File: config.mk
export PLATFORM = sky130hd
export DESIGN_NAME = lsa_top
export DESIGN_NICKNAME = d
export VERILOG_FILES = /design/src/rtl/lsa_pkg.sv /design/src/rtl/lsa_addr_gen.sv /design/src/rtl/lsa_store_lane.sv /design/src/rtl/lsa_load_extract.sv /design/src/rtl/lsa_top.sv
export SDC_FILE = /design/constraint.sdc
export NUM_CORES = 1
export LEC_CHECK = 0
export ABC_AREA = 1
export ABC_CLOCK_PERIOD_IN_PS = 800
export BUFFER_PORTS_ARGS = -buffer_cell sky130_fd_sc_hd__buf_4
export CORE_MARGIN = 2
export CORE_UTILIZATION = 48
export CTS_CLUSTER_DIAMETER = 40
export DETAILED_ROUTE_END_ITERATION = 8
export PLACE_DENSITY_LB_ADDON = 0.25
export RECOVER_POWER = 50
export SLEW_MARGIN = 10
export SYNTH_ARGS = -nofsm -noshare
export SYNTH_HDL_FRONTEND = slang
export SYNTH_HIERARCHICAL = 1
export SYNTH_SLANG_ARGS = --single-unit
File: constraint.sdc
create_clock -name clk -period 0.8 [get_ports clk]
set_input_delay 0.08 -clock clk [delete_from_list [all_inputs] [get_ports clk]]
set_output_delay 0.08 -clock clk [all_outputs]
set_load 0.05 [all_outputs]
File: src/rtl/lsa_pkg.sv
package lsa_pkg;

    // Access width decoded from the width code
    typedef enum logic [1:0] {
        SZ_NONE = 2'd0,
        SZ_BYTE = 2'd1,
        SZ_HALF = 2'd2,
        SZ_WORD = 2'd3
    } lsa_size_e;

    typedef struct packed {
        lsa_size_e size;
        logic      sext;
    } lsa_access_t;

    // Width codes shared by loads and stores
    localparam logic [2:0] CODE_BYTE   = 3'b000;
    localparam logic [2:0] CODE_HALF   = 3'b001;
    localparam logic [2:0] CODE_WORD   = 3'b010;
    localparam logic [2:0] CODE_BYTE_U = 3'b100;
    localparam logic [2:0] CODE_HALF_U = 3'b101;

    function automatic lsa_access_t lsa_decode(input logic is_store,
                                               input logic [2:0] code);
        lsa_access_t acc;
        acc.size = SZ_NONE;
        acc.sext = 1'b0;
        if (is_store) begin
            unique case (code)
                CODE_BYTE: acc.size = SZ_BYTE;
                CODE_HALF: acc.size = SZ_HALF;
                CODE_WORD: acc.size = SZ_WORD;
                default:   acc.size = SZ_NONE;
            endcase
        end else begin
            unique case (code)
                CODE_BYTE:   begin acc.size = SZ_BYTE; acc.sext = 1'b1; end
                CODE_HALF:   begin acc.size = SZ_HALF; acc.sext = 1'b1; end
                CODE_WORD:   acc.size = SZ_WORD;
                CODE_BYTE_U: acc.size = SZ_BYTE;
                CODE_HALF_U: acc.size = SZ_HALF;
                default:     acc.size = SZ_NONE;
            endcase
        end
        return acc;
    endfunction

endpackage

File: src/rtl/lsa_addr_gen.sv
module lsa_addr_gen #(
    parameter int DATA_W = 32,
    parameter int IMM_W  = 12
) (
    input  logic [DATA_W-1:0] base,
    input  logic [IMM_W-1:0]  offset,
    output logic [DATA_W-1:0] addr
);
    localparam int EXT_W = DATA_W - IMM_W;

    logic [DATA_W-1:0] offset_ext;

    always_comb begin
        offset_ext = {{EXT_W{offset[IMM_W-1]}}, offset};
        addr       = base + offset_ext;
    end
endmodule

File: src/rtl/lsa_store_lane.sv
module lsa_store_lane
    import lsa_pkg::*;
#(
    parameter int DATA_W = 32
) (
    input  lsa_size_e                      size,
    input  logic [$clog2(DATA_W/8)-1:0]    off,
    input  logic [DATA_W-1:0]              src,
    output logic [DATA_W/8-1:0]            mask,
    output logic [DATA_W-1:0]              data
);
    localparam int LANES = DATA_W / 8;
    localparam int OFF_W = $clog2(LANES);

    // One slice per byte lane
    for (genvar i = 0; i < LANES; i++) begin : g_lane
        logic       en;
        logic [7:0] byte_val;

        always_comb begin
            unique case (size)
                SZ_BYTE: begin
                    en       = (off == OFF_W'(i));
                    byte_val = src[7:0];
                end
                SZ_HALF: begin
                    en       = (off[OFF_W-1:1] == (OFF_W-1)'(i / 2));
                    byte_val = src[8*(i%2) +: 8];
                end
                SZ_WORD: begin
                    en       = 1'b1;
                    byte_val = src[8*i +: 8];
                end
                default: begin
                    en       = 1'b0;
                    byte_val = 8'h00;
                end
            endcase
        end

        assign mask[i]         = en;
        assign data[8*i +: 8]  = en ? byte_val : 8'h00;
    end
endmodule

File: src/rtl/lsa_load_extract.sv
module lsa_load_extract
    import lsa_pkg::*;
#(
    parameter int DATA_W = 32
) (
    input  lsa_size_e                      size,
    input  logic                           sext,
    input  logic [$clog2(DATA_W/8)-1:0]    off,
    input  logic [DATA_W-1:0]              word,
    output logic [DATA_W-1:0]              result
);
    localparam int LANES  = DATA_W / 8;
    localparam int HALVES = LANES / 2;
    localparam int OFF_W  = $clog2(LANES);

    logic [7:0]  bytes  [LANES];
    logic [15:0] halves [HALVES];

    for (genvar i = 0; i < LANES; i++) begin : g_byte
        assign bytes[i] = word[8*i +: 8];
    end
    for (genvar j = 0; j < HALVES; j++) begin : g_half
        assign halves[j] = word[16*j +: 16];
    end

    logic [7:0]  sel_b;
    logic [15:0] sel_h;
    logic        fill_b;
    logic        fill_h;

    always_comb begin
        sel_b  = bytes[off];
        sel_h  = halves[off[OFF_W-1:1]];
        fill_b = sext & sel_b[7];
        fill_h = sext & sel_h[15];
        unique case (size)
            SZ_BYTE: result = {{(DATA_W-8){fill_b}}, sel_b};
            SZ_HALF: result = {{(DATA_W-16){fill_h}}, sel_h};
            SZ_WORD: result = word;
            default: result = '0;
        endcase
    end
endmodule

File: src/rtl/lsa_top.sv
module lsa_top
    import lsa_pkg::*;
#(
    parameter int DATA_W = 32,
    parameter int IMM_W  = 12
) (
    input  logic                 clk,
    input  logic                 rst_n,
    input  logic                 req_valid,
    input  logic                 req_is_store,
    input  logic [2:0]           funct3,
    input  logic [DATA_W-1:0]    base_addr,
    input  logic [IMM_W-1:0]     offset_imm,
    input  logic [DATA_W-1:0]    store_src,
    input  logic [DATA_W-1:0]    mem_rdata,
    output logic                 rsp_valid,
    output logic [DATA_W-1:0]    eff_addr,
    output logic [DATA_W/8-1:0]  wr_mask,
    output logic [DATA_W-1:0]    wr_data,
    output logic [DATA_W-1:0]    ld_result,
    output logic                 misaligned
);
    localparam int LANES = DATA_W / 8;
    localparam int OFF_W = $clog2(LANES);

    typedef struct packed {
        logic              valid;
        logic [DATA_W-1:0] addr;
        logic [LANES-1:0]  mask;
        logic [DATA_W-1:0] wdata;
        logic [DATA_W-1:0] rdata;
        logic              misal;
    } stage_t;

    stage_t stage_d;
    stage_t stage_q;

    logic [DATA_W-1:0] addr_w;
    lsa_access_t       acc_w;
    logic [OFF_W-1:0]  off_w;
    logic [LANES-1:0]  lane_mask_w;
    logic [DATA_W-1:0] lane_data_w;
    logic [DATA_W-1:0] load_val_w;

    lsa_addr_gen #(.DATA_W(DATA_W), .IMM_W(IMM_W)) u_addr (
        .base   (base_addr),
        .offset (offset_imm),
        .addr   (addr_w)
    );

    assign acc_w = lsa_decode(req_is_store, funct3);
    assign off_w = addr_w[OFF_W-1:0];

    lsa_store_lane #(.DATA_W(DATA_W)) u_store (
        .size (acc_w.size),
        .off  (off_w),
        .src  (store_src),
        .mask (lane_mask_w),
        .data (lane_data_w)
    );

    lsa_load_extract #(.DATA_W(DATA_W)) u_load (
        .size   (acc_w.size),
        .sext   (acc_w.sext),
        .off    (off_w),
        .word   (mem_rdata),
        .result (load_val_w)
    );

    // Next-state computation
    always_comb begin
        stage_d       = '0;
        stage_d.valid = req_valid;
        stage_d.addr  = addr_w;
        if (req_valid) begin
            if (req_is_store) begin
                stage_d.mask  = lane_mask_w;
                stage_d.wdata = lane_data_w;
            end else begin
                stage_d.rdata = load_val_w;
            end
            unique case (acc_w.size)
                SZ_HALF: stage_d.misal = off_w[0];
                SZ_WORD: stage_d.misal = (off_w != '0);
                default: stage_d.misal = 1'b0;
            endcase
        end
    end

    always_ff @(posedge clk or negedge rst_n) begin
        if (!rst_n) begin
            stage_q <= '0;
        end else begin
            stage_q <= stage_d;
        end
    end

    assign rsp_valid  = stage_q.valid;
    assign eff_addr   = stage_q.addr;
    assign wr_mask    = stage_q.mask;
    assign wr_data    = stage_q.wdata;
    assign ld_result  = stage_q.rdata;
    assign misaligned = stage_q.misal;
endmodule

==> impl_results.md, run 1 <==
- Distinct cell type count after synthesis: 32
- P&R area growth vs syn: 71.6%
- Compound-cell area share of the yosys netlist: 5.45%
- # IOs: 217
- Clock transition at path regs: 80 ps
- Setup_tns: -72,560 ps
- FF+latch count, synth: 102
- Maxcap violations: 0
- Post-Synth XOR/XNOR Area: 1.98%
- CP max FO: 5
- Core Region: 14,500 um^2
- CTS Buf Count: 9
- Total Power: 0.0188 W
- Slew Limit Headroom: 62.1%
- Layout Nets: 1,562
- First-pass GRT wire length: 38,000 um
- Initial Util: 48.8%
- Port Buffers: 216
- Synth top area share: 36.1%
- Die Y-Extent: 125 um
- Placed instance area: 9980 um^2
- DR DRC count: 0
- GR Util All Layers: 29.9%
- VDD IR max: 1.07 mV
- Period utilisation layout: 195%
- TritonCTS clock tree: built
- Total number of vias: 8,248
- Clk sinks: 102
- Total routed wirelength: 26,400 um
- Pwr dens: 1550 nW/um^2
- Hold/Removal Path Class: in2reg
- Final antenna-violating net count: 0
- Crit-path slowest cell: fa_2
- Drt pass-1 iters: 5
- Adder-Cell Fraction of Synth Area: 6.66%
- Slack of the critical path: -761 ps
- Status: finished with violations
- Initial DRC count: 714
- Vias in the first global route: 8,075
- Worst path bufs/invs: 4
- Least-Margin Pin Slew: 568 ps
- Synth area leader: dfrtp_1
- DP Worst Slack: -1080 ps
- Layout cell share with drive strength beyond 1: 46.1%
- Die footprint: 15,700 um^2
- Final Setup Violations: 250
- Leakage power: 6.52 nW
- Clock Path Buffers: 2
- Data arrival, critical path: 1810 ps
- Mux contribution to synthesized area: 0%
- Mapped Cells: 1,087
- Top delay family on crit path: adder cells
- Yosys warnings: 6
- Final Hold Viols: 0
- Worst EP required: 1050 ps
- Worst setup SP type: input pin
- Routed WL per cell: 16.5 um
- Minimum clock period: 1560 ps
- FP Rows: 44
- Max incr delay on CP: 650 ps
- Post-Layout Inst Area: 12,100 um^2
- Syn_nets: 1,239
- Fmax achieved: 641 MHz
- Total gr overflow: 0
- Failing checks: negative setup slack
- Ant diodes: 0
- Cell Area, Synth: 7070 um^2
- Max Slew Vio Count: 0
- Crit Path Class: in2reg
- Width of the die: 125 um
- Mapped Avg Cell Area: 6.50 um^2
- Placer Congestion: 0.895
- Register area: 2550 um^2
- Most frequent CP cell: nand2_2
- Sequential area share after synthesis: 36.1%
- Crit-path cells: buf_6, ha_4, fa_2, inv_4, nand2_2, nand2_2, nand2_2, nand2_2, nand2_4, clkbuf_16, nand2_2, inv_2, nor2_1
- Pin count of the biggest net entering global routing: 37
- Root Driver: clkbuf_16
- RSZ-0062 raised after global routing: yes
- Post-synthesis simple-gate area fraction: 34.7%
- Post-DP HPWL: 16,100 um
- H-Tree Depth: 3
- Most common cell after layout, fill and taps aside: nand2_1
- Multi-input logic area: 4930 um^2
- Largest family of logic cells by synthesized area: simple AND/OR/NAND/NOR gates
- Vias per cell: 5.16
- Most frequent cells in the layout: 273 x nand2_1, 203 x inv_1, 177 x buf_4
- Antenna violations before repair: 0
- Top post-synthesis cells by area: dfrtp_1 36%, nand2_1 20%, inv_1 12%
- Nature of the critical path endpoint: flip-flop
- Final Util: 83.7%
- Filler instances: 837
## final timing paths
kind / startpoint / to / slack, ps / cells past startpoint
setup / recovery: base_addr[0] / ld_result[23] / -760 / 13
hold / removal: base_addr[31] / eff_addr[31] / 30 / 4
max in group asynchronous: rst_n / wr_data[4] / -40 / 3
min in group asynchronous: rst_n / ld_result[29] / 270 / 2
## logic make-up after synthesis
logic type                 count (synthesis)
AOI/OAI and AO/OA                         68
and+or+nand+nor                          604
xor gates and xnor gates                  16
DFF                                      102
adders and majority gates                 37
buffers and inverters                    260
## final cells by class
| class | instances | share of cell area, % |
|---|---|---|
| clock inverters | 7 | 0.661 |
| flip-flops and latches | 102 | 21.1 |
| repair buffers | 329 | 26.4 |
| inverters | 239 | 7.52 |
| clock buffers | 9 | 1.86 |
| well taps | 184 | 1.90 |
| multi-input cells | 729 | 40.6 |
## power by group
part | total, W | leakage [nW] | internal (W) | switching (W)
Clock | 0.00466 | 0.148 | 0.00248 | 0.00218
Sequential | 0.00574 | 1.35 | 0.00553 | 0.000204
Combinational | 0.00837 | 5.03 | 0.00340 | 0.00498
## synth_stat cells
master      n
xnor2_1     2
o21ai_0    15
xor2_1     14
fa_1        1
or2_4       1
buf_2       3
a22oi_1     1
nand2_1   381
o21bai_1    2
nor2_2      3
buf_6       6
nand4_1     4
o21ai_1     2
inv_1     233
nand3_4     1
clkbuf_1    2
nor3_1      4
a21oi_1    37
nand2_2    20
nor3_2      2
inv_2       6
a21o_1      1
nand3_1    35
nand3_2     4
dfrtp_1   102
ha_1       36
a21oi_4     1
buf_4      10
a21boi_0    8
nor2_4      2
nor2_1    147
a21oi_2     1
## flip-flops by register name, summed over array words and instances, names as in the netlist
register / count
misaligned: 1
ld_result: 32
eff_addr: 32
wr_mask: 4
wr_data: 32
rsp_valid: 1
## tightest hold or removal path, delay by kind of cell
family	cells	cell delay, ps
AND/OR/NAND/NOR	2	110
XOR/XNOR	1	80
buffers and inverters	1	80
## routing by layer
metal,track usage (%),up-vias,wire length (um)
met1,32.5,3847,9210
met2,55.5,436,14200
met4,16.1,0,1380
li1,-,3846,-
met3,4.58,119,1580
met5,0,-,0
## stage by stage
step,cells,hold WS [ps]
finish,1599,29.5
global route,1599,41.5
global placement,1550,-21.6
CTS,1586,10.4
floorplan,1087,-216
detailed placement,1550,-22.3
## repair_timing
| item | CTS | global route |
|---|---|---|
| pin swaps | 93 | 101 |
| hold endpoints to repair | 104 | 0 |
| setup endpoints to repair | 201 | 201 |
| hold buffers | 3 | 0 |
| setup buffers | 15 | 17 |
| resized for setup | 243 | 183 |
| cloned | 7 | 1 |
Note: power is estimated with default switching activity, not from simulation.
==> run 2: changes to the inputs <==
Settings changed: ABC_AREA 1 to 0, CORE_UTILIZATION 48 to 46, SLEW_MARGIN 10 to not set.
==> run 2 against run 1 <==
Net effect: worst hold slack better by 37 ps; fmax is 21% lower; core utilization is 0.42 points lower; critical path depth is 1 lower; worst setup slack worse by 410 ps; global-route usage is 2.0 points higher; the flow still finishes with violations (negative setup slack); via count is 19% lower.
==> impl_results.md, run 2 <==
- Status: finished with violations
- Failing checks: negative setup slack
- Sequential area share after synthesis: 41.7% (+5.6 points)
- FF+latch count, synth: 102 (unchanged)
- DR DRC count: 0 (unchanged)
- Nature of the critical path endpoint: flip-flop
- Crit Path Class: in2reg
- Clk pwr share: 23.4% (-1.4 points)
- Final Setup Violations: 200 (-20%)
- Crit-path cells: buf_12, buf_12, ha_1, a21oi_1, o21ai_0, nor2_1, a31oi_1, o211ai_2, buf_4, o31ai_4, a21oi_2, xnor2_1
- Mapped Avg Cell Area: 10.2 um^2 (+57%)
- TritonCTS clock tree: built
- # IOs: 217 (unchanged)
- Synth top area share: 41.7% (+5.6 points)
- Hold/Removal Path Class: in2reg
- CTS Buf Count: 9 (unchanged)
- Share of power burned in registers: 31.6% (+1.0 points)
- Initial Util: 46.6% (-2.2 points)
- Layout Nets: 1,104 (-29%)
- Hold slack final: 66.8 ps (+37.3 ps)
- Fmax achieved: 507 MHz (-21%)
- Total routed wirelength: 23,900 um (-9.4%)
- Drt pass-1 iters: 7 (+2)
- Routed WL per cell: 21.1 um (+28%)
- Top post-synthesis cells by area: dfrtp_1 42%, ha_1 7.4%, and2_1 4.3%
- Int Pwr: 0.0116 W (+1.9%)
- Root Driver: clkbuf_16
- Post-DP HPWL: 14,200 um (-11%)
- Slew Limit Headroom: 60.8% (-1.4 points)
- Worst EP required: 1030 ps (-20 ps)
- Placer Congestion: 0.925 (+3.4%)
- P_sw: 0.00679 W (-7.8%)
- Total gr overflow: 0 (unchanged)
- Slack of the critical path: -1170 ps (-413 ps)
- Yosys warnings: 6 (unchanged)
- Syn_nets: 752 (-39%)
- Most common cell after layout, fill and taps aside: buf_4
- FP Rows: 42 (-4.5%)
- Pwr dens: 1680 nW/um^2 (+8.7%)
- Worst setup SP type: input pin
- Final Hold Viols: 0 (unchanged)
- Vias per cell: 5.87 (+14%)
- H-Tree Depth: 3 (unchanged)
- Clock Path Buffers: 2 (unchanged)
- Commonest cells post-synth: 102 x dfrtp_1, 42 x and2_1, 36 x ha_1
- Layout cell share with drive strength beyond 1: 59.5% (+13 points)
- Mapped Cells: 600 (-45%)
- Most frequent CP cell: buf_12
- Total number of vias: 6,650 (-19%)
- Initial DRC count: 763 (+6.9%)
- Least-Margin Pin Slew: 587 ps (+19.1 ps)
- Width of the die: 119 um (-4.8%)
- Maxcap violations: 0 (unchanged)
- Die Y-Extent: 119 um (-4.8%)
- Max Slew Vio Count: 0 (unchanged)
- Most frequent cells in the layout: 231 x buf_4, 129 x buf_6, 102 x dfrtp_1
- Pin count of the biggest net entering global routing: 62 (+68%)
- Crit-path slowest cell: ha_1
- Ys async rst share: 100% (unchanged)
- Clock transition at path regs: 70 ps (about the same)
- Distinct cell type count after synthesis: 67 (+110%)
- Post-synth top flop: dfrtp_1
- Die footprint: 14,200 um^2 (-9.3%)
- GR Util All Layers: 31.9% (+2.0 points)
- Minimum clock period: 1970 ps (+413 ps)
- Final antenna-violating net count: 0 (unchanged)
- P&R area growth vs syn: 78.8%
- Setup_tns: -102,560 ps (-30,000 ps)
- RSZ-0062 raised after global routing: yes
- Clk sinks: 102 (unchanged)
- VDD IR max: 1.25 mV (+17%)
- First-pass GRT wire length: 35,900 um (-5.5%)
- Vias in the first global route: 7,041 (-13%)
- WHS Path Cells: 2 (-2)
- Max incr delay on CP: 330 ps (-320 ps)
- Most frequent cell after synthesis: dfrtp_1
- Synth area leader: dfrtp_1
- DP Worst Slack: -1560 ps (-480 ps)
- Core Region: 13,100 um^2 (-9.3%)
- Port Buffers: 216 (unchanged)
- Ant diodes: 0 (unchanged)
- Combinational share of power: 45.0% (+0.4 points)
- Antenna violations before repair: 0 (unchanged)
- CP max FO: 5 (unchanged)
- Leakage power: 5.24 nW (-20%)
- Data arrival, critical path: 2200 ps (+390 ps)
- Switching share of power: 36.9% (-2.3 points)
- Post-synth EDFFs: 0 (unchanged)
- Cell Area, Synth: 6120 um^2 (-13%)
- Period utilisation layout: 247% (+52 points)
## run 2: cell count changes after synthesis, sizes merged, moves of 11 or more
| cell | before | now |
|---|---|---|
| a21o | 1 | 12 |
| a22oi | 1 | 17 |
| and2 | 0 | 43 |
| and3 | 0 | 38 |
| inv | 239 | 15 |
| mux2i | 0 | 16 |
| nand2 | 401 | 16 |
| nand3 | 40 | 24 |
| nor2 | 152 | 44 |
| o211ai | 0 | 18 |
| xnor2 | 2 | 20 |
## run 2: cells by family after synthesis
| kind of cell | count (synthesis) | share of synthesized area [%] |
|---|---|---|
| AND/OR/NAND/NOR | 196 | 18.7 |
| AO/OA/AOI/OAI | 162 | 19.4 |
| flip-flops | 102 | 41.7 |
| buffers and inverters | 56 | 5.34 |
| adder cells (fa/ha/maj) | 37 | 7.69 |
| XOR/XNOR | 29 | 4.15 |
| multiplexers | 18 | 2.98 |
## run 2: final timing paths
| check | endpoint | slack (ps) | startpoint |
|---|---|---|---|
| hold / removal | eff_addr[0] | 70 | offset_imm[0] |
| min in group asynchronous | ld_result[5] | 260 | rst_n |
| setup / recovery | eff_addr[24] | -1170 | offset_imm[11] |
| max in group asynchronous | wr_data[19] | 230 | rst_n |
## run 2: layout make-up
class                           count  area (um^2)
Clock buffer                       11          253
Fill cell                         655         2190
Timing Repair Buffer              382         3600
Multi-Input combinational cell    442         4220
Clock inverter                      5         33.8
Tap cell                          176          220
Inverter                           15         56.3
Sequential cell                   102         2550
## run 2: stage by stage
step / total power (W) / cell area [um^2] / std cells / util, %
after global placement: 0.0122 / 9070 / 1077 / 69.1
after global routing: 0.0191 / 10900 / 1133 / 83.3
final: 0.0184 / 10900 / 1133 / 83.3
after detailed placement: 0.0123 / 9070 / 1077 / 69.1
after floorplan: 0.00977 / 6510 / 600 / -
after CTS: 0.0179 / 10700 / 1127 / 81.5
## run 2: power groups by stage
| stage | registers (W) | clock network, W | logic, W |
|---|---|---|---|
| 2_1_floorplan | 0.00730 | 0 | 0.00247 |
| 3_3_place_gp | 0.00581 | 0 | 0.00638 |
| 3_5_place_dp | 0.00581 | 0 | 0.00652 |
| 4_1_cts | 0.00580 | 0.00429 | 0.00778 |
| 5_1_grt | 0.00585 | 0.00457 | 0.00866 |
| 6_report | 0.00582 | 0.00431 | 0.00829 |
## run 2: worst max-delay path, delay by kind of cell
kind	cells	cell delay, ps
adders and majority gates	1	330
xor gates and xnor gates	1	130
and+or+nand+nor	1	130
AOI/OAI and AO/OA	6	1130
buffers and inverters	3	420
## run 2: what timing repair did
action / CTS / global route
gates resized for setup: 226 / 56
pin swaps: 56 / 43
setup endpoints to repair: 201 / 200
endpoints found under the hold margin: 102 / 0
cloned: 6 / 0
hold buffers: 1 / 0
buffers inserted: 30 / 16
## run 2: routing by layer
metal / part of all wire (%) / GRT usage, % / up-vias
met5: 0 / 0 / -
met4: 4.6 / 15.5 / 0
met3: 6.6 / 4.79 / 96
met2: 53 / 58.7 / 407
met1: 36 / 35.9 / 3256
li1: - / - / 2891
